--- src/rtl/owire_rom_pkg.sv ---
package owire_rom_pkg;

    localparam int CODE_BITS = 64;
    localparam int IDX_W     = $clog2(CODE_BITS);
    localparam int BODY_BITS = CODE_BITS - 8;

    typedef enum logic [2:0] {
        ST_IDLE   = 3'd0,
        ST_CMD    = 3'd1,
        ST_READ   = 3'd2,
        ST_SEARCH = 3'd3,
        ST_DONE   = 3'd4
    } ow_state_e;

    typedef enum logic [1:0] {
        CK_NONE   = 2'd0,
        CK_READ   = 2'd1,
        CK_SEARCH = 2'd2
    } ow_cmd_e;

    typedef struct packed {
        ow_state_e        st;
        logic [IDX_W-1:0] idx;
        logic [1:0]       phase;
        logic [7:0]       cmd;
        logic [2:0]       cnt;
        logic             pres;
    } ow_regs_t;

    // Reflected CRC-8, polynomial x^8+x^5+x^4+1, bit 0 first.
    function automatic logic [7:0] ow_crc8(input logic [BODY_BITS-1:0] body);
        logic [7:0] acc;
        logic       fb;
        acc = 8'h00;
        for (int i = 0; i < BODY_BITS; i++) begin
            fb  = acc[0] ^ body[i];
            acc = acc >> 1;
            if (fb) acc = acc ^ 8'h8C;
        end
        return acc;
    endfunction

endpackage

--- src/rtl/owire_cmd_decode.sv ---
module owire_cmd_decode
    import owire_rom_pkg::*;
#(
    parameter logic [7:0] READ_CODE   = 8'h33,
    parameter logic [7:0] SEARCH_CODE = 8'hF0
) (
    input  logic [7:0] code_i,
    output ow_cmd_e    kind_o
);
    always_comb begin
        if (code_i == READ_CODE)        kind_o = CK_READ;
        else if (code_i == SEARCH_CODE) kind_o = CK_SEARCH;
        else                            kind_o = CK_NONE;
    end
endmodule

--- src/rtl/owire_code_store.sv ---
module owire_code_store
    import owire_rom_pkg::*;
#(
    parameter logic [7:0]  FAMILY = 8'h01,
    parameter logic [47:0] SERIAL = 48'h0000_0000_0001
) (
    input  logic [IDX_W-1:0] idx_i,
    output logic             bit_o
);
    localparam logic [BODY_BITS-1:0] BODY = {SERIAL, FAMILY};
    localparam logic [7:0]           CHK  = ow_crc8(BODY);
    localparam logic [CODE_BITS-1:0] CODE = {CHK, BODY};

    assign bit_o = CODE[idx_i];
endmodule

--- src/rtl/owire_rom_slave.sv ---
module owire_rom_slave
    import owire_rom_pkg::*;
#(
    parameter logic [7:0]  FAMILY      = 8'h01,
    parameter logic [47:0] SERIAL      = 48'h0000_0000_0001,
    parameter logic [7:0]  READ_CODE   = 8'h33,
    parameter logic [7:0]  SEARCH_CODE = 8'hF0
) (
    input  logic clk,
    input  logic rst_n,
    input  logic bus_rst_i,
    input  logic slot_i,
    input  logic slot_bit_i,
    output logic presence_o,
    output logic pull_o
);
    localparam logic [IDX_W-1:0] LAST_IDX = IDX_W'(CODE_BITS - 1);

    ow_regs_t r_d, r_q;

    logic             rom_bit;
    logic [7:0]       cmd_next;
    ow_cmd_e          kind;
    ow_state_e        st_q;
    logic [1:0]       phase_q;
    logic [IDX_W-1:0] idx_q;

    assign st_q    = r_q.st;
    assign phase_q = r_q.phase;
    assign idx_q   = r_q.idx;

    // Bits arrive least significant first: shift in at the top.
    assign cmd_next = {slot_bit_i, r_q.cmd[7:1]};

    owire_code_store #(
        .FAMILY (FAMILY),
        .SERIAL (SERIAL)
    ) u_store (
        .idx_i (r_q.idx),
        .bit_o (rom_bit)
    );

    owire_cmd_decode #(
        .READ_CODE   (READ_CODE),
        .SEARCH_CODE (SEARCH_CODE)
    ) u_decode (
        .code_i (cmd_next),
        .kind_o (kind)
    );

    always_comb begin
        r_d      = r_q;
        r_d.pres = 1'b0;
        if (bus_rst_i) begin
            r_d.st    = ST_CMD;
            r_d.idx   = '0;
            r_d.phase = 2'd0;
            r_d.cmd   = 8'h00;
            r_d.cnt   = 3'd0;
            r_d.pres  = 1'b1;
        end else if (slot_i) begin
            unique case (r_q.st)
                ST_CMD: begin
                    r_d.cmd = cmd_next;
                    r_d.cnt = r_q.cnt + 3'd1;
                    if (r_q.cnt == 3'd7) begin
                        r_d.idx   = '0;
                        r_d.phase = 2'd0;
                        unique case (kind)
                            CK_READ:   r_d.st = ST_READ;
                            CK_SEARCH: r_d.st = ST_SEARCH;
                            default:   r_d.st = ST_DONE;
                        endcase
                    end
                end
                ST_READ: begin
                    if (r_q.idx == LAST_IDX) r_d.st  = ST_DONE;
                    else                     r_d.idx = r_q.idx + 1'b1;
                end
                ST_SEARCH: begin
                    unique case (r_q.phase)
                        2'd0:    r_d.phase = 2'd1;
                        2'd1:    r_d.phase = 2'd2;
                        default: begin
                            r_d.phase = 2'd0;
                            if (slot_bit_i != rom_bit)    r_d.st  = ST_DONE;
                            else if (r_q.idx == LAST_IDX) r_d.st  = ST_DONE;
                            else                          r_d.idx = r_q.idx + 1'b1;
                        end
                    endcase
                end
                default: ;
            endcase
        end
    end

    always_ff @(posedge clk or negedge rst_n) begin
        if (!rst_n) begin
            r_q <= '0;
        end else begin
            r_q <= r_d;
        end
    end

    // Drive-low enable: a '0' data bit is sent by pulling the line.
    always_comb begin
        unique case (r_q.st)
            ST_READ:   pull_o = ~rom_bit;
            ST_SEARCH: begin
                unique case (r_q.phase)
                    2'd0:    pull_o = ~rom_bit;
                    2'd1:    pull_o = rom_bit;
                    default: pull_o = 1'b0;
                endcase
            end
            default:   pull_o = 1'b0;
        endcase
    end

    assign presence_o = r_q.pres;

endmodule

--- config.mk ---
export PLATFORM = sky130hd
export DESIGN_NAME = owire_rom_slave
export DESIGN_NICKNAME = d
export VERILOG_FILES = /design/src/rtl/owire_rom_pkg.sv /design/src/rtl/owire_cmd_decode.sv /design/src/rtl/owire_code_store.sv /design/src/rtl/owire_rom_slave.sv
export SDC_FILE = /design/constraint.sdc
export NUM_CORES = 1
export LEC_CHECK = 0
export ABC_CLOCK_PERIOD_IN_PS = 2500
export BUFFER_PORTS_ARGS = -buffer_cell sky130_fd_sc_hd__clkbuf_2
export CORE_MARGIN = 4
export CORE_UTILIZATION = 50
export DETAILED_ROUTE_END_ITERATION = 16
export GPL_TIMING_DRIVEN = 0
export PLACE_DENSITY_LB_ADDON = 0.12
export SYNTH_ARGS = -nofsm -noshare
export SYNTH_HDL_FRONTEND = slang
export SYNTH_HIERARCHICAL = 1
export SYNTH_SLANG_ARGS = --single-unit
--- constraint.sdc ---
create_clock -name clk -period 2.5 [get_ports clk]
set_clock_uncertainty 0.1 [all_clocks]
set_input_delay 0.5 -clock clk [delete_from_list [all_inputs] [get_ports clk]]
set_output_delay 0.5 -clock clk [all_outputs]
set_load 0.01 [all_outputs]
## Yosys cells after proc, flatten, opt, wreduce, memory -nomap -nowiden

Memory sizes are Yosys's and may differ from the RTL's.
Index checks and enable logic that the tools add are counted.

- Output and inout bits: 2
- Memories kept: 1
- Memory bits (read-only): 64
- Bits of input ports: 5
- Register bits: 23
- Logic and storage cells: 54

- Bitwise gates (word level): 1
- Equality and inequality tests: 14
- Multiplexer cells: 19
- Add/subtract/negate cells: 2
- Reduce and logical (&&, ||, !) cells: 10
- Magnitude comparators: 1

Memories:

| memory | depth | width | rd ports | clocked after memory_dff | write ports | line | RTL |
|---|---|---|---|---|---|---|---|
| (name not given) | 64 | 1 | 1 | 0 | 0 | owire_code_store.sv:14 | `assign bit_o = CODE[idx_i];` |

Operator list:

| cell | count |
|---|---|
| two-way mux 22 bit | 2 |
| case mux 9 bit (3 select lines) | 1 |
| two-way mux 11 bit | 2 |
| two-way mux 6 bit | 2 |
| two-way mux 9 bit | 1 |
| != test 3 bit, second input constant | 3 |
| equality test 8 x 6 -> 1 bit, second input constant | 1 |
| equality test 8 bit, second input constant | 1 |
| case mux 2 bit (2 select lines) | 2 |
| less-than comparator 6 x 7 -> 1 bit, second input constant | 1 |
| adder 6 x 1 -> 6 bit, second input constant | 1 |
| equality test 3 x 2 -> 1 bit, second input constant | 2 |
| equality test 6 bit, second input constant | 1 |
| two-way mux 3 bit | 2 |
| case mux 3 bit (2 select lines) | 1 |
| AND reduction 5 bit | 1 |
| equality test 2 x 1 -> 1 bit, second input constant | 2 |
| two-way mux 2 bit | 2 |
| case mux 1 bit (2 select lines) | 2 |
| AND reduction 4 bit | 1 |
| nonzero test 2 bit | 2 |
| nonzero test 4 bit | 1 |
| adder 3 x 1 -> 3 bit, second input constant | 1 |
| equality test 3 x 1 -> 1 bit, second input constant | 1 |
| 10 further kinds | 11 |

## Longest topological paths before layout

Gate-level depths: netlist of run 1.

- Depth after elaboration: 9
- Mapped depth: 8
- Gate-level depth less buffers: 8

## Cells and area by module

The synthesis of run 1 kept the hierarchy.

By module, submodules not included:

| module | seq. area each (sq um) | times used | area an instance (sq um) | cells each |
|---|---|---|---|---|
| owire_rom_slave | 550.5 | 1 | 1169.9 | 125 |
| owire_cmd_decode | 0.0 | 1 | 31.3 | 5 |
| owire_code_store | 0.0 | 1 | 18.8 | 3 |

## Worst setup path after synthesis of run 1

OpenSTA, ideal clock, no wires.

- Path kind: reg2reg
- Start point: register r_q, in the netlist idx_q[0]
- End point: register r_q, in the netlist idx_q[0]
- Data required time: 2.278 ns
- Stages on the path, launching flop included: 8
- Setup time: 0.122 ns
- Arrival time: 2.174 ns
- Path slack: 0.104 ns
- Path buffers: 1
- Period minus slack after synthesis: 2.396 ns
- Cell sequence: dfrtp_1 -> or4_1 -> a21oi_1 -> xnor2_1 -> a211o_1 -> and2_4 -> buf_6 -> a32o_1

- Elaborated cells on any way between the ends: 13
- Classes of those cells: add/sub: 1; eq/ne: 3; mux: 7; reduce/logical: 1; memory: 1

RTL lines:

| item | line | RTL |
|---|---|---|
| from (decl) | owire_rom_slave.sv:19 | `ow_regs_t r_d, r_q;` |
| from (signal assigned) | owire_rom_slave.sv:101 | `r_q <= r_d;` |
| memory (64 x 1 bit) | -- |  |
| two-way mux 1 bit (implied by the code) | owire_code_store.sv:14 |  |
| net rom_bit | owire_rom_slave.sv:21 | `logic rom_bit;` |
| != test 1 bit | owire_rom_slave.sv:86 | `if (slot_bit_i != rom_bit) r_d.st = ST_DONE;` |
| != test 3 bit (no line) | -- |  |
| AND reduction 5 bit (no line) | -- |  |

The timed path passes the listed nets, and every way through them passes these cells. The select of a mux whose other input is x is not followed.
A chain may end at the register's enable or synchronous reset.

## Worst setup path after layout of run 1

- Start point: register r_q, in the netlist idx_q[1]
- End point: output port pull_o

- Longest elaborated chain between the ends: 5

Ends and longest elaborated chain:

| item | line | RTL |
|---|---|---|
| memory (64 x 1 bit) (*) | -- |  |
| two-way mux 1 bit (implied by the code) (*) | owire_code_store.sv:14 |  |
| net rom_bit | owire_rom_slave.sv:21 |  |
| inverter 1 bit | owire_rom_slave.sv:108, owire_rom_slave.sv:111 |  |
| case mux 1 bit (2 select lines) | owire_rom_slave.sv:110 | `unique case (r_q.phase)` |
| case mux 1 bit (2 select lines) (*) | owire_rom_slave.sv:107 | `unique case (r_q.st)` |
| to (decl) | owire_rom_slave.sv:15 | `output logic pull_o` |

The timed path passes the listed nets; every way through them passes the cells marked *. The select of a mux whose other input is x is not followed.

==> out/metrics.csv, run 1 <==
stage;metric;value;unit
clock_tree;latest clock arrival within the worst-skew pair;0.31;ns
clock_tree;Sink Count;22;
timing;Pins Over Slew Limit;0;
floorplanning;FP Rows;17;
layout;Syn-to-layout area delta;17.1;%
run_status;failing checks;setup timing;
floorplanning;CORE AREA;0.00228;mm²
power_and_ir_drop;power density over the cells;504;mW/mm²
detailed_routing;routed vias;1103;
logic_synthesis;mux cell area share after synthesis;0.923;%
logic_synthesis;Compound-Gate Fraction of Synth Area;20.6;%
timing;minimum clock period;2.62;ns
timing;achievable frequency;0.381;GHz
logic_synthesis;Seq cells post-synth;22;
place;Placed Instances;167;
floorplanning;die height;57.4;µm
detailed_routing;detailed-route DRC error count;0;
run_status;outcome;complete, but fails checks;
timing;endpoints failing setup;1;
clock_tree;CTS tree;yes;
floorplanning;Die Area;0.00329;mm²
grt;antenna violations before repair;0;
layout;ant diodes;0;
worst_setup_path;RR Endpoint;idx_q[0]$_DFFE_PN0P_;
clock_tree;H-tree levels;1;
clock_tree;clock tree buffer depth;2;
logic_synthesis;synthesized area;0.00122;mm²
layout;non-filler cells, final;180;
logic_synthesis;Ys Warns;6;
grt;first-pass GRT wire length;4.82;mm
logic_synthesis;largest area contributor in the netlist;dfrtp_1;
worst_setup_path;Worst setup SP type;flip-flop;
detailed_routing;initial drt markers;49;
timing;Min Hold Slack;0.0486;ns
floorplanning;I/O pins;7;
clock_tree;Num CTS Buffers;3;
flow_run;max-cap violations;0;
clock_tree;clock slew at reported path FFs;0.13;ns
detailed_routing;WL final;2.78;mm
worst_setup_path;crit path capture type;output pin;
grt;Congestion Overflow GR;0;
layout;layout cells sized above 1;20.4;%
worst_setup_path;Crit Path Category;reg -> out;
grt;GR Util All Layers;18.2;%
clock_tree;Root Buffer;clkbuf_4;
logic_synthesis;Synth Area in Simple Gates;24.2;%
timing;endpoints failing hold;0;
floorplanning;Starting Density;53.6;%
worst_setup_path;worst-case reg-to-reg path depth;9;
logic_synthesis;Synth Area in XOR/XNOR;1.44;%
worst_setup_path;crit path max fanout;3;
grt;vias in the first global route;1086;
timing;Setup WS post-layout;-0.123;ns
logic_synthesis;sequential area share after synthesis;45.1;%
clock_tree;CTS Hold Bufs;0;
logic_synthesis;Mapped Nets;142;
power_and_ir_drop;LEAKAGE;0.643;nW
detailed_routing;DR WL/cell;15.5;µm
logic_synthesis;Yosys top cell area share;45.1;%
timing;Max transition margin;48.7;%
logic_synthesis;Syn Inst Count;133;
power_and_ir_drop;Power Total;0.000720;W
grt;largest net degree at the start of global routing;23;
timing;RSZ-0062 raised after global routing;yes;
layout;fin nets;162;
worst_setup_path;data arrival time of the worst path;2.02;ns
place;routability cong.;0.863;
timing;Worst Tran Pin Value;0.768;ns
detailed_routing;Vias/cell;6.13;
timing;fin crit share;105;%
logic_synthesis;main combinational cell family by area after synthesis;simple AND/OR/NAND/NOR gates;
worst_setup_path;r2r startpoint;idx_q[1]$_DFFE_PN0P_;
logic_synthesis;Mean Syn Cell Area;9.17;µm²
detailed_routing;DRT Pass-1 Iters;4;
power_and_ir_drop;peak supply drop;0.000290;V
logic_synthesis;Adder-Cell Fraction of Synth Area;4.10;%
logic_synthesis;top post-synthesis cells by area;dfrtp_1 45%, nand2_1 6.8%, a21oi_1 6.2%;
place;port bufs;6;
floorplanning;DIE WIDTH;57.4;µm
worst_setup_path;Critical Path RT;1.90;ns
place;post-DP HPWL;1.90;mm
worst_setup_path;R2R setup slack;0.03;ns
detailed_routing;Antenna Nets Post-Route;0;
logic_synthesis;Netlist cell types;38;
min_path;hold crit path type;in -> async;
-- layer usage --
metal	up-vias	GRT usage, %	wire, µm
met5	-	0	0
met4	0	6.29	18
met3	2	2.26	131
met2	27	30.6	1370
met1	545	23.9	1270
li1	529	-	-
-- logic make-up after synthesis --
family,Yosys count
flip-flops,22
AO/OA/AOI/OAI,40
multiplexers,1
buffers and inverters,8
adder cells (fa/ha/maj),4
AND/OR/NAND/NOR,56
XOR/XNOR,2
-- registers in the layout (all words and copies together), names as in the netlist --
name        cells
presence_o      1
st_q            3
cmd_next        7
r_q             3
idx_q           6
phase_q         2
-- synth_stat cells --
cell type,count
dfrtp_1,22
nand2_1,22
a21oi_1,15
a31oi_1,6
o21ai_0,6
and3_1,4
ha_1,4
nand3_1,4
nand4_1,4
inv_1,3
nand2b_1,3
nor2_1,3
nor2b_1,3
a211o_1,2
a22o_1,2
buf_2,2
nand3b_1,2
nor3_1,2
nor4_1,2
o21a_1,2
o22ai_1,2
xnor2_1,2
a211oi_1,1
a21bo_2,1
a32o_1,1
a41o_1,1
and2_1,1
and2_4,1
and3b_1,1
buf_4,1
buf_6,1
clkbuf_1,1
mux2_2,1
nand4bb_1,1
nor3b_1,1
o41ai_1,1
or2_2,1
or4_1,1
-- metrics by stage --
step	TNS, ns	worst slack (ns)	area, µm²	utilization, %
2_1_floorplan	0	0.104	1220	-
4_1_cts	-0.148	-0.146	1410	62.1
3_5_place_dp	-0.538	-0.146	1280	56.5
5_1_grt	-0.423	-0.243	1430	62.8
3_3_place_gp	-0.241	-0.0894	1280	56.5
6_report	-0.123	-0.123	1430	62.8
-- critical path, stage by stage, from the launching register on --
cell and delay [ns]:
dfrtp_1 0.40, or4_4 0.55, a21oi_4 0.17, nand3_1 0.10
o21a_1 0.12, o22ai_1 0.11, and2_1 0.14, clkbuf_2 0.13
-- final cells by class --
class,instances,area (µm²)
Multi-Input combinational cell,103,648
Clock inverter,1,30.0
Sequential cell,22,552
Tap cell,28,35.0
Inverter,3,11.3
Fill cell,202,847
Clock buffer,3,22.5
Buffer,5,32.5
Timing Repair Buffer,15,97.6
-- worst max path at each step --
| stage | endpoint | slack [ns] | depth (start not counted) | from |
|---|---|---|---|---|
| final | pull_o | -0.12 | 7 | idx_q[1]$_DFFE_PN0P_ |
| after global routing | pull_o | -0.24 | 7 | idx_q[1]$_DFFE_PN0P_ |
| after CTS | pull_o | -0.15 | 7 | idx_q[1]$_DFFE_PN0P_ |
| after detailed placement | idx_q[0]$_DFFE_PN0P_ | -0.15 | 7 | idx_q[0]$_DFFE_PN0P_ |
| after global placement | idx_q[0]$_DFFE_PN0P_ | -0.09 | 7 | idx_q[0]$_DFFE_PN0P_ |
| after floorplan | idx_q[0]$_DFFE_PN0P_ | 0.10 | 7 | idx_q[0]$_DFFE_PN0P_ |
-- timing repair --
action	in CTS	in global routing
endpoints found under the setup margin	7	6
pin swaps	1	1
cloned	0	0
resized for setup	4	1
setup buffers	8	1
-- layout by cell type, fill, tap and decap left out, drive strengths merged, types with 4 or more instances in the layout --
cell and instances:
clkbuf 10, dfrtp 22, and3 4, o21ai 6, nand4 4, a31oi 6, a21oi 15, buf 13
nand3 4, ha 4, nand2 22
-- power breakdown --
part	leakage, nW	internal (W)	switching, W
Combinational	0.318	0.0000256	0.0000468
Clock	0.0279	0.000162	0.000113
Sequential	0.297	0.000365	0.00000738
Total	0.643	0.000553	0.000167
Power figures use the tool's default switching activity.
==> inputs of run 2 (changes only) <==
--- a/config.mk
+++ b/config.mk
@@ -7,10 +7,14 @@
 export LEC_CHECK = 0
 export ABC_CLOCK_PERIOD_IN_PS = 2500
 export BUFFER_PORTS_ARGS = -buffer_cell sky130_fd_sc_hd__clkbuf_2
+export CELL_PAD_IN_SITES_DETAIL_PLACEMENT = 1
+export CELL_PAD_IN_SITES_GLOBAL_PLACEMENT = 2
+export CORE_ASPECT_RATIO = 2
 export CORE_MARGIN = 4
-export CORE_UTILIZATION = 50
+export CORE_UTILIZATION = 33
 export DETAILED_ROUTE_END_ITERATION = 16
 export GPL_TIMING_DRIVEN = 0
+export MAX_ROUTING_LAYER = met4
 export PLACE_DENSITY_LB_ADDON = 0.12
 export SYNTH_ARGS = -nofsm -noshare
 export SYNTH_HDL_FRONTEND = slang
==> run 2 against run 1 <==
Against the previous run:
- the run still ends with setup timing left
- total power down 8.0%
- design area unchanged
- critical path depth unchanged
- sequential share of layout area up 0.088 points
- cell count up 9.4%
- hold slack better by 0.080 ns
- die area up 45%
- critical path type unchanged
- critical endpoint unchanged
- largest power group unchanged
==> out/metrics.csv, run 2 (synthesis results as in run 1) <==
stage;metric;value;unit;change
floorplanning;I/O pins;7;;unchanged
timing;setup TNS;-0.0773;ns;was -0.123 ns
worst_setup_path;RR Endpoint;idx_q[0]$_DFFE_PN0P_;;unchanged
worst_setup_path;r2r startpoint;idx_q[0]$_DFFE_PN0P_;;was idx_q[1]$_DFFE_PN0P_
power_and_ir_drop;register share of total power;56.1;%;was 51.7%
place;pre-CTS setup slack;-0.248;ns;was -0.146 ns
timing;minimum clock period;2.58;ns;was 2.62 ns
detailed_routing;WL final;3.20;mm;was 2.78 mm
timing;RSZ-0062 raised after global routing;yes;;unchanged
detailed_routing;Antenna Nets Post-Route;0;;unchanged
detailed_routing;initial drt markers;6;;was 49
worst_setup_path;worst-case reg-to-reg path depth;8;;was 9
timing;Max transition margin;35.3;%;was 48.7%
detailed_routing;detailed-route DRC error count;0;;unchanged
grt;first-pass GRT wire length;5.55;mm;was 4.82 mm
worst_setup_path;data arrival time of the worst path;1.98;ns;was 2.02 ns
power_and_ir_drop;Switch Pwr;0.000165;W;was 0.000167 W
flow_run;max-cap violations;0;;unchanged
timing;Worst Tran Pin Value;0.968;ns;was 0.768 ns
worst_setup_path;crit path max fanout;3;;unchanged
timing;achievable frequency;0.388;GHz;was 0.381 GHz
layout;commonest non-fill, non-tap cell in the layout;nand2_1;;unchanged
worst_setup_path;Critical Path RT;1.90;ns;about the same
clock_tree;CTS Hold Bufs;0;;unchanged
clock_tree;H-tree levels;1;;unchanged
detailed_routing;DR WL/cell;16.2;µm;was 15.5 µm
timing;Setup WS post-layout;-0.0773;ns;was -0.123 ns
worst_setup_path;Worst setup SP type;flip-flop;;unchanged
timing;fin crit share;103;%;was 105%
floorplanning;CORE AREA;0.00361;mm²;was 0.00228 mm²
worst_setup_path;crit path capture type;output pin;;unchanged
power_and_ir_drop;LEAKAGE;0.624;nW;was 0.643 nW
floorplanning;DIE WIDTH;51.0;µm;was 57.4 µm
worst_setup_path;Crit Path Category;reg -> out;;unchanged
place;routability cong.;0.722;;was 0.863
grt;GR Util All Layers;15.6;%;was 18.2%
clock_tree;Sink Count;22;;unchanged
power_and_ir_drop;Internal;0.000498;W;was 0.000553 W
clock_tree;clock slew at reported path FFs;0.08;ns;was 0.13 ns
clock_tree;latest clock arrival within the worst-skew pair;0.26;ns;was 0.31 ns
detailed_routing;DRT Pass-1 Iters;4;;unchanged
floorplanning;Die Area;0.00479;mm²;was 0.00329 mm²
run_status;outcome;complete, but fails checks;;unchanged
place;post-DP HPWL;2.40;mm;was 1.90 mm
layout;ant diodes;0;;unchanged
layout;Syn-to-layout area delta;17.1;%;unchanged
min_path;hold crit path type;in -> async;;unchanged
grt;largest net degree at the start of global routing;23;;unchanged
timing;Pins Over Slew Limit;0;;unchanged
detailed_routing;Vias/cell;5.45;;was 6.13
power_and_ir_drop;clock share of power;32.8;%;was 38.2%
place;port bufs;6;;unchanged
power_and_ir_drop;Comb power frac;11.1;%;was 10.1%
clock_tree;clock tree buffer depth;2;;unchanged
run_status;failing checks;setup timing;;unchanged
floorplanning;FP Rows;31;;was 17
floorplanning;die height;94.0;µm;was 57.4 µm
grt;Congestion Overflow GR;0;;unchanged
floorplanning;Starting Density;33.8;%;was 53.6%
worst_setup_path;Crit. Startpoint;idx_q[0]$_DFFE_PN0P_;;was idx_q[1]$_DFFE_PN0P_
layout;fin nets;159;;was 162
timing;endpoints failing hold;0;;unchanged
grt;vias in the first global route;1152;;was 1086
power_and_ir_drop;power density over the cells;464;mW/mm²;was 504 mW/mm²
layout;Largest register FFs;7;;unchanged
layout;most frequent cells in the layout;22 x nand2_1, 20 x dfrtp_1, 14 x a21oi_1, 7 x buf_4;;was 22 x nand2_1, 21 x dfrtp_1, 14 x a21oi_1, 10 x buf_4
detailed_routing;routed vias;1074;;was 1103
power_and_ir_drop;switching share of power;24.8;%;was 23.3%
timing;endpoints failing setup;1;;unchanged
power_and_ir_drop;peak supply drop;0.000290;V;about the same
clock_tree;Root Buffer;clkbuf_8;;was clkbuf_4
grt;antenna violations before repair;0;;unchanged
layout;layout cells sized above 1;20.3;%;was 20.4%
clock_tree;CTS tree;yes;;unchanged
clock_tree;Num CTS Buffers;3;;unchanged
worst_setup_path;R2R setup slack;0.06;ns;was 0.03 ns
[run 2: power by group through the flow]
stage / registers (W) / logic [W] / clock network [W]
after floorplan: 0.000378 / 0.0000472 / 0
after global placement: 0.000379 / 0.0000731 / 0
after detailed placement: 0.000379 / 0.0000745 / 0
after CTS: 0.000372 / 0.0000747 / 0.000233
after global routing: 0.000374 / 0.0000834 / 0.000249
final: 0.000372 / 0.0000735 / 0.000217
[run 2: how the worst max path moves through the flow]
stage,slack [ns],endpoint,cells past startpoint
floorplan,0.10,idx_q[0]$_DFFE_PN0P_,7
global placement,-0.18,idx_q[0]$_DFFE_PN0P_,7
detailed placement,-0.25,idx_q[0]$_DFFE_PN0P_,7
CTS,-0.05,pull_o,7
global route,-0.17,pull_o,7
finish,-0.08,pull_o,7
[run 2: what timing repair did]
item	4_1_cts	5_1_grt
endpoints found under the setup margin	7	4
resized for setup	5	4
pin swaps	3	1
setup buffers	5	1
[run 2: critical path: stages, from the launching register on]
cell	delay, ns
dfrtp_2	0.41
or4_4	0.52
a21oi_4	0.19
buf_4	0.14
o21a_1	0.10
o22ai_1	0.06
and2_1	0.16
buf_2	0.14
[run 2: routing by layer]
layer  GRT usage [%]  wire length [µm]  vias up
li1                -                 -      519
met1            15.3              1140      537
met2            29.4              1930       12
met3            2.23                51        6
met4            6.29                76        0
met5               -                 0        -
[run 2: per-stage QoR]
stage	util, %	cell area, µm²	total power (W)	std cells	hold slack, ns
CTS	39.0	1410	0.000680	196	0.146
global placement	36.4	1310	0.000452	188	0.416
detailed placement	36.4	1310	0.000454	188	0.433
finish	39.6	1430	0.000662	197	0.129
floorplan	-	1220	0.000425	133	0.104
global route	39.6	1430	0.000706	197	0.155
[run 2: cell type report]
cell class,count,area (µm²)
fillers,441,2180
multi-input cells,103,654
flip-flops and latches,22,553
inverters,3,11.3
plain buffers,5,32.5
well taps,49,61.3
repair buffers,12,75.1
clock buffers,3,41.3
==> inputs of run 3 (changes only) <==
--- a/config.mk
+++ b/config.mk
@@ -5,13 +5,13 @@
 export SDC_FILE = /design/constraint.sdc
 export NUM_CORES = 1
 export LEC_CHECK = 0
-export ABC_CLOCK_PERIOD_IN_PS = 2500
+export ABC_CLOCK_PERIOD_IN_PS = 2810
 export BUFFER_PORTS_ARGS = -buffer_cell sky130_fd_sc_hd__clkbuf_2
 export CELL_PAD_IN_SITES_DETAIL_PLACEMENT = 1
 export CELL_PAD_IN_SITES_GLOBAL_PLACEMENT = 2
 export CORE_ASPECT_RATIO = 2
 export CORE_MARGIN = 4
-export CORE_UTILIZATION = 33
+export CORE_UTILIZATION = 37
 export DETAILED_ROUTE_END_ITERATION = 16
 export GPL_TIMING_DRIVEN = 0
 export MAX_ROUTING_LAYER = met4
==> constraint.sdc (replaced) <==
create_clock -name clk -period 2.81 [get_ports clk]
set_clock_uncertainty 0.1 [all_clocks]
set_input_delay 0.562 -clock clk [delete_from_list [all_inputs] [get_ports clk]]
set_output_delay 0.562 -clock clk [all_outputs]
set_load 0.01 [all_outputs]
==> run 3 against run 2 <==
Against the previous run:
- combinational power decreased by 9.7%
- the run now ends clean
- register-to-register slack improved by 0.17 ns
- via count decreased by 0.84%
- cell count decreased by 11%
- largest cell class unchanged
- sequential share of layout area increased by 1.3 points
- largest power group unchanged
- global-route usage increased by 1.3 points
- design area decreased by 3.0%
==> out/metrics.csv, run 3 (synthesis results as in run 1) <==
stage;metric;value;unit;change
run_status;outcome;complete, no violations;;was complete, but fails checks
floorplanning;Die Area;0.00434;mm²;was 0.00479 mm²
clock_tree;clock tree buffer depth;2;;unchanged
power_and_ir_drop;power density over the cells;501;mW/mm²;was 464 mW/mm²
worst_setup_path;data arrival time of the worst path;2.02;ns;was 1.98 ns
detailed_routing;Antenna Nets Post-Route;0;;unchanged
layout;FILL cells;376;;was 441
detailed_routing;detailed-route DRC error count;0;;unchanged
place;port bufs;6;;unchanged
layout;fin nets;154;;was 159
grt;vias in the first global route;1181;;was 1152
floorplanning;DIE WIDTH;48.6;µm;was 51.0 µm
clock_tree;CTS tree;yes;;unchanged
timing;RSZ-0062 raised after global routing;no;;was yes
floorplanning;FP Rows;29;;was 31
layout;layout cells sized above 1;16.7;%;was 20.3%
layout;FF/Latch Area;554;µm²;was 553 µm²
worst_setup_path;crit path capture type;output pin;;unchanged
min_path;hold crit path type;in -> async;;unchanged
layout;ant diodes;0;;unchanged
layout;Largest register FFs;7;;unchanged
worst_setup_path;Crit Path Category;reg -> out;;unchanged
place;routability cong.;0.704;;was 0.722
layout;most frequent cells in the layout;22 x nand2_1, 19 x dfrtp_1, 14 x a21oi_1;;was 22 x nand2_1, 20 x dfrtp_1, 14 x a21oi_1, 7 x buf_4
layout;commonest non-fill, non-tap cell in the layout;nand2_1;;unchanged
power_and_ir_drop;Power Total;0.000695;W;was 0.000662 W
timing;Max transition margin;37.7;%;was 35.3%
detailed_routing;DR WL/cell;17.9;µm;was 16.2 µm
detailed_routing;WL final;3.14;mm;was 3.20 mm
timing;achievable frequency;0.373;GHz;
power_and_ir_drop;peak supply drop;0.000295;V;was 0.000290 V
power_and_ir_drop;LEAKAGE;0.604;nW;was 0.624 nW
timing;endpoints failing setup;0;;was 1
timing;minimum clock period;2.68;ns;
floorplanning;CORE AREA;0.00316;mm²;was 0.00361 mm²
timing;Pins Over Slew Limit;0;;unchanged
layout;Syn-to-layout area delta;13.6;%;was 17.1%
clock_tree;H-tree levels;1;;unchanged
detailed_routing;routed vias;1065;;was 1074
detailed_routing;Vias/cell;6.09;;was 5.45
detailed_routing;DRT Pass-1 Iters;4;;unchanged
timing;endpoints failing hold;0;;unchanged
floorplanning;die height;89.2;µm;was 94.0 µm
clock_tree;Num CTS Buffers;3;;unchanged
clock_tree;clock slew at reported path FFs;0.08;ns;about the same
detailed_routing;initial drt markers;31;;was 6
worst_setup_path;crit path max fanout;5;;was 3
clock_tree;Root Buffer;clkbuf_8;;unchanged
floorplanning;Starting Density;38.6;%;was 33.8%
worst_setup_path;Critical Path RT;2.15;ns;was 1.90 ns
timing;fin crit share;95.4;%;
floorplanning;I/O pins;7;;unchanged
layout;footprint of the multi-input gates;641;µm²;was 654 µm²
clock_tree;CTS Hold Bufs;0;;unchanged
flow_run;max-cap violations;0;;unchanged
clock_tree;latest clock arrival within the worst-skew pair;0.26;ns;about the same
grt;antenna violations before repair;0;;unchanged
worst_setup_path;Worst setup SP type;flip-flop;;unchanged
grt;largest net degree at the start of global routing;23;;unchanged
timing;setup TNS;0;ns;was -0.0773 ns
grt;GR Util All Layers;16.9;%;was 15.6%
grt;first-pass GRT wire length;5.58;mm;was 5.55 mm
timing;Worst Tran Pin Value;0.933;ns;was 0.968 ns
place;post-DP HPWL;2.49;mm;was 2.40 mm
clock_tree;Sink Count;22;;unchanged
grt;Congestion Overflow GR;0;;unchanged
==> run 3: cell types whose count changed in the layout (fill, tap and decap cells not counted), sizes merged <==
cell    delta
bufinv     +1
clkbuf     +1
buf        -6
==> run 3: metrics by stage <==
| step | setup WS (ns) | cell area [µm²] | utilization, % | hold WS (ns) | std cells |
|---|---|---|---|---|---|
| 2_1_floorplan | 0.414 | 1220 | - | 0.166 | 133 |
| 3_3_place_gp | 0.162 | 1290 | 40.8 | 0.414 | 170 |
| 3_5_place_dp | 0.136 | 1290 | 40.8 | 0.434 | 170 |
| 4_1_cts | 0.00706 | 1370 | 43.4 | 0.191 | 174 |
| 5_1_grt | 0.00758 | 1390 | 43.9 | 0.204 | 175 |
| 6_report | 0.130 | 1390 | 43.9 | 0.166 | 175 |
==> run 3: per-layer routing <==
metal / GRT usage, % / wire length, µm / vias to the layer above
met3: 1.84 / 30 / 9
met4: 8.58 / 110 / 0
met1: 14.7 / 1060 / 540
met5: - / 0 / -
met2: 34.2 / 1940 / 9
li1: - / - / 507
==> run 3: report_power, final <==
group | switching, W | leakage (nW) | internal [W] | total, W
Sequential | 0.00000658 | 0.294 | 0.000325 | 0.000331
Clock | 0.000107 | 0.0357 | 0.000190 | 0.000297
Combinational | 0.0000437 | 0.274 | 0.0000227 | 0.0000664
Total | 0.000157 | 0.604 | 0.000538 | 0.000695
==> run 3: path summary, 6_finish.rpt <==
check | start | slack, ns | to | cells past startpoint
setup reg to reg | idx_q[1]$_DFFE_PN0P_ | 0.23 | idx_q[0]$_DFFE_PN0P_ | 8
hold reg to reg | r_q[2]$_DFFE_PN0P_ | 0.44 | r_q[2]$_DFFE_PN0P_ | 2
hold / removal | rst_n | 0.17 | idx_q[5]$_DFFE_PN0P_ | 1
min in group clk | bus_rst_i | 0.36 | presence_o$_DFF_PN0_ | 1
setup / recovery | idx_q[1]$_DFFE_PN0P_ | 0.13 | pull_o | 7
max in group asynchronous | rst_n | 2.04 | idx_q[1]$_DFFE_PN0P_ | 1
==> run 3: cell type report <==
| class | instances | area share [%] |
|---|---|---|
| Multi-Input combinational cell | 103 | 46.2 |
| Buffer | 5 | 2.35 |
| Timing Repair Buffer | 7 | 2.71 |
| Sequential cell | 22 | 40.0 |
| Tap cell | 31 | 2.80 |
| Inverter | 3 | 0.812 |
| Clock inverter | 1 | 2.17 |
| Clock buffer | 3 | 2.98 |
==> run 3: repair_timing <==
item / in CTS / in global routing
gates resized for setup: 2 / 4
setup endpoints to repair: 1 / 1
pin swaps: 0 / 1
buffers inserted: 0 / 1
==> run 3: critical path, cell delays in order, from the launching register on <==
cell and delay, ns:
dfrtp_2 0.45, or4_4 0.55, a21oi_4 0.19, nand3_1 0.09
o21a_1 0.11, o22ai_1 0.10, and2_1 0.14, clkbuf_2 0.13
